`src/rtl/srbank_pkg.sv`:
```
package srbank_pkg;
  typedef enum logic [1:0] {
    SRM_NONE  = 2'd0,
    SRM_SYNC  = 2'd1,
    SRM_ASYNC = 2'd2
  } srmode_e;
endpackage

```
`src/rtl/srbank_ctl.sv`:
```
// Shared control decode: folds clock polarity into the active-high clock/gate
// and splits the shared set/reset into its level and gated flavours.
module srbank_ctl
  import srbank_pkg::*;
#(
  parameter srmode_e SR_MODE = SRM_SYNC,
  parameter bit      CLK_INV = 1'b0
) (
  input  logic clk,
  input  logic sr,
  output logic ck_act,
  output logic sr_lvl,
  output logic sr_gated
);
  localparam bit IS_ASYNC = (SR_MODE == SRM_ASYNC);
  localparam bit IS_SYNC  = (SR_MODE == SRM_SYNC);

  // Polarity is a constant; the xor folds away into the clock network.
  assign ck_act   = clk ^ CLK_INV;
  assign sr_lvl   = IS_ASYNC & sr;
  assign sr_gated = IS_SYNC & sr & ck_act;
endmodule

```
`src/rtl/srbank_ff.sv`:
```
// Edge-triggered cell; the set/reset flavour is picked at elaboration.
module srbank_ff
  import srbank_pkg::*;
#(
  parameter srmode_e SR_MODE = SRM_SYNC,
  parameter bit      SRV     = 1'b0,
  parameter bit      INITV   = 1'b0
) (
  input  logic ck,
  input  logic ce,
  input  logic sr,
  input  logic ginit,
  input  logic d,
  output logic q
);
  generate
    if (SR_MODE == SRM_ASYNC) begin : g_async
      always_ff @(posedge ck or posedge ginit or posedge sr) begin
        if (ginit)   q <= INITV;
        else if (sr) q <= SRV;
        else if (ce) q <= d;
      end
    end else begin : g_sync
      localparam bit USE_SR = (SR_MODE == SRM_SYNC);
      always_ff @(posedge ck or posedge ginit) begin
        if (ginit)             q <= INITV;
        else if (USE_SR && sr) q <= SRV;
        else if (ce)           q <= d;
      end
    end
  endgenerate
endmodule

```
`src/rtl/srbank_latch.sv`:
```
// Level-sensitive cell; gate is the polarity-corrected clock.
module srbank_latch #(
  parameter bit SRV   = 1'b0,
  parameter bit INITV = 1'b0
) (
  input  logic gate,
  input  logic ce,
  input  logic sr_lvl,
  input  logic sr_gated,
  input  logic ginit,
  input  logic d,
  output logic q
);
  always_latch begin
    if (ginit)            q <= INITV;
    else if (sr_lvl)      q <= SRV;
    else if (sr_gated)    q <= SRV;
    else if (gate && ce)  q <= d;
  end
endmodule

```
`src/rtl/srbank.sv`:
```
module srbank
  import srbank_pkg::*;
#(
  parameter int                N_ELEM     = 8,
  parameter int                N_LATCH    = 4,
  parameter srmode_e           SR_MODE    = SRM_SYNC,
  parameter bit                CLK_INV    = 1'b0,
  parameter logic [N_ELEM-1:0] SR_VAL     = '0,
  parameter logic [N_ELEM-1:0] INIT_VAL   = SR_VAL,
  parameter logic [N_LATCH-1:0] LATCH_MASK = '0
) (
  input  logic              clk,
  input  logic              ce,
  input  logic              sr,
  input  logic              ginit,
  input  logic [N_ELEM-1:0] d,
  output logic [N_ELEM-1:0] q
);
  localparam logic [N_ELEM-1:0] LM_FULL = N_ELEM'(LATCH_MASK);

  logic ck_act, sr_lvl, sr_gated;

  srbank_ctl #(.SR_MODE(SR_MODE), .CLK_INV(CLK_INV)) u_ctl (
    .clk(clk), .sr(sr), .ck_act(ck_act), .sr_lvl(sr_lvl), .sr_gated(sr_gated)
  );

  generate
    for (genvar i = 0; i < N_ELEM; i++) begin : g_cell
      if (LM_FULL[i]) begin : g_lat
        srbank_latch #(.SRV(SR_VAL[i]), .INITV(INIT_VAL[i])) u_lat (
          .gate(ck_act), .ce(ce), .sr_lvl(sr_lvl), .sr_gated(sr_gated),
          .ginit(ginit), .d(d[i]), .q(q[i])
        );
      end else begin : g_reg
        srbank_ff #(.SR_MODE(SR_MODE), .SRV(SR_VAL[i]), .INITV(INIT_VAL[i])) u_ff (
          .ck(ck_act), .ce(ce), .sr(sr), .ginit(ginit), .d(d[i]), .q(q[i])
        );
      end
    end
  endgenerate
endmodule

```
`config.mk`:
```
export PLATFORM = sky130hd
export DESIGN_NAME = srbank
export DESIGN_NICKNAME = d
export VERILOG_FILES = /design/src/rtl/srbank_pkg.sv /design/src/rtl/srbank_ctl.sv /design/src/rtl/srbank_ff.sv /design/src/rtl/srbank_latch.sv /design/src/rtl/srbank.sv
export SDC_FILE = /design/constraint.sdc
export NUM_CORES = 1
export LEC_CHECK = 0
export BUFFER_PORTS_ARGS = -buffer_cell sky130_fd_sc_hd__buf_2
export CORE_AREA = 3 3 40 42
export CTS_BUF_LIST = sky130_fd_sc_hd__clkbuf_4
export CTS_CLUSTER_SIZE = 40
export DETAILED_ROUTE_END_ITERATION = 10
export DIE_AREA = 0 0 43 45
export PLACE_DENSITY = 0.67
export SLEW_MARGIN = 30
export SYNTH_ARGS = -nofsm -noshare
export SYNTH_HDL_FRONTEND = slang
export SYNTH_SLANG_ARGS = --single-unit
```
`constraint.sdc`:
```
create_clock -name clk -period 1.4 [get_ports clk]
set_input_delay 0.21 -clock clk [delete_from_list [all_inputs] [get_ports clk]]
set_output_delay 0.21 -clock clk [all_outputs]
set_load 0.01 [all_outputs]
```
==> results.yml <==
run_status:
  status: "complete, no violations"
timing:
  drv_slew: 0
  fmax_mhz: 1020
  relSlewSlack_pct: 80.2
  worstMarginPinSlew_ns: 0.296
  finalCriticalPeriod_ns: 0.979
  fin_worst_skew_ns: 0
  fin_setup_tns_ns: 0
  worst_slack_ns: 0.421
  hold_viol: 0
  finalCritPeriodShare_pct: 70.0
  setup_viol: 0
  rsz0062_at_grt: "no"
floorplanning:
  start_util_pct: 30.3
  die-area_um2: 1940
  core_um2: 1280
  io-pin-count: 20
  row_count: 13
  die_w_um: 43
  fp.dieH_um: 45
finish:
  antenna_cells: 0
  stdcell_area_um2: 460
  largest_register_ffs: 8
  top_register: "g_cell.g_reg.u_ff.q"
  fillers: 140
  largest_registers: "g_cell.g_reg.u_ff.q (8)"
  final_layout_size_suffix_gt1_share_pct: 45.8
  nets: 62
  area_growth_pct: 18.3
  instances_no_fill: 63
global_route:
  grt_first_pass_wirelength_um: 986
  antenna_found_initial: 0
  grt_usage_pct: 7.76
  grt_pass1_vias: 243
  grt.overflow.total: 0
  grt_max_degree: 9
critical_path:
  cp-start-kind: "flip-flop"
  crit_chain: "buf_2"
  path_class: "reg2out"
  cp-end-kind: "primary output"
  startpoint: "g_cell[7].g_reg.u_ff.q"
  critPathMaxFanout: 2
  cp.depth: 1
  r2r_cells: 2
  crit_family: "flip-flops"
  worstPathRequired_ns: 1.19
  slowest_delay_ns: 0.38
  path_buf_inv: 1
  timing.rr.start: "g_cell[7].g_reg.u_ff.q"
  arrival_ns: 0.77
  crit_slowest_cell: "dfrtp_1"
power_and_ir_drop:
  p_leak_uw: 0.000275
  switchingPower_uw: 113
  p_clk_share_pct: 34.8
  pwr-share-seq_pct: 51.1
  p_int_uw: 377
  vdd_ir_drop_max_uv: 302
  comb_power_share_pct: 14.2
  total_power_uw: 490
  p_sw_share_pct: 23.1
  power_density_nw_per_um2: 1060
yosys:
  synth_area_leaders: "dfrtp_1, mux2i_1, buf_4"
  syn_nets: 47
  syn_area_um2: 389
  yosysWarningCount: 0
  ys_seq_area_share_pct: 51.4
  ys_seq_elements: 8
  synth_top_area_share_pct: 51.4
  synthDistinctLibCells: 7
  yosysTopAreaCell: "dfrtp_1"
  postSynthCellCount: 35
  avgSynthCellArea_um2: 11.1
place:
  finalWeightedCongestion: 0.629
  io_buffer_count: 19
  dpl.cell_count: 59
  dpl.hpwl_um: 506
  placed_area_um2: 428
  post-place-ws_ns: 0.560
cts:
  cts_tree: "yes"
  clock_latency_ns: 0.24
  cts_setup_buffers: 0
  htreeDepth: 1
  cts_sinks: 8
  clock_path_buffers: 2
  clk_pin_slew_ns: 0.06
  cts_buffers: 3
  clockRootBuffer: "clkbuf_4"
min_path:
  hold_path_startpoint: "d[7]"
  worstHoldPathType: "in2reg"
  min_path_cells: 3
routing:
  vias: 260
  dr.pass1.iters: 1
  vias_per_cell: 4.13
  drt-total-wl_um: 641
  drc: 0
  antenna_left: 0
  drtIter0Drc: 0
  wl_per_cell_um: 10.2
run:
  max-cap-violations: 0
power by group through the flow:
stage	combinational (uW)	clock, uW	sequential [uW]
after global placement	68.7	0	254
after detailed placement	69.1	0	254
after floorplan	58.5	0	253
final	69.3	170	250
after global routing	77.6	190	252
after CTS	71.4	181	250
path summary, 6_finish.rpt:
check                      slack [ns]                endpoint
max in group asynchronous        0.72  g_cell[2].g_reg.u_ff.q
min in group asynchronous        0.44  g_cell[7].g_reg.u_ff.q
setup reg to reg                 0.73  g_cell[7].g_reg.u_ff.q
hold / removal                   0.21  g_cell[7].g_reg.u_ff.q
setup / recovery                 0.42                    q[7]
hold reg to reg                  0.51  g_cell[3].g_reg.u_ff.q
per-stage QoR:
step           hold slack (ns)  util, %
6_report                 0.205     35.8
5_1_grt                  0.209     35.8
3_3_place_gp             0.170     33.3
3_5_place_dp             0.171     33.3
4_1_cts                  0.202     35.8
2_1_floorplan           0.0257        -
repair_timing:
action / in CTS / in global routing
hold buffers: 1 / 0
gates resized for setup: 0 / 0
endpoints found under the setup margin: 0 / 0
endpoints found under the hold margin: 8 / 0
cells in the final DEF (no fill, tap or decap):
master	netlist	routed
buf_2	0	19
mux2i_1	8	8
nor2_1	8	8
dfrtp_1	8	8
clkbuf_4	0	3
inv_1	1	1
dlygate4sd3_1	0	1
per-layer routing:
metal  routed length (um)  vias to the layer above  global-route usage (%)  part of all wire (%)
met2                  311                       12                    10.2                    49
met3                   82                        0                    3.98                    13
met4                    0                        0                    9.04                     0
met1                  247                      117                    8.25                    39
li1                     -                      131                       -                     -
met5                    0                        -                       0                     0
cells by family (layout without fill, tap and decap cells):
| kind of cell | after synthesis | count (layout) | share of synthesized area (%) |
|---|---|---|---|
| muxes | 8 | 8 | 20.6 |
| and+or+nand+nor | 8 | 8 | 7.72 |
| DFF | 8 | 8 | 51.4 |
| buffers and inverters | 11 | 24 | 20.3 |
final cells by class:
class | count | area [um^2] | area share [%]
timing repair buffer | 20 | 105 | 22.8
clock buffer | 3 | 22.5 | 4.89
sequential | 8 | 200 | 43.5
multi-input combinational | 16 | 110 | 23.9
inverter | 1 | 3.75 | 0.815
tap | 15 | 18.8 | 4.08
cells in the mapped netlist:
cell type	number
inv_1	1
buf_4	8
nor2_1	8
buf_6	1
mux2i_1	8
buf_1	1
dfrtp_1	8
worst reg2reg max path, cell delays in order (launching register included):
cell	delay [ns]
dfrtp_1	0.38
mux2i_1	0.13
nor2_1	0.05
(Power assumes the default switching activity.)
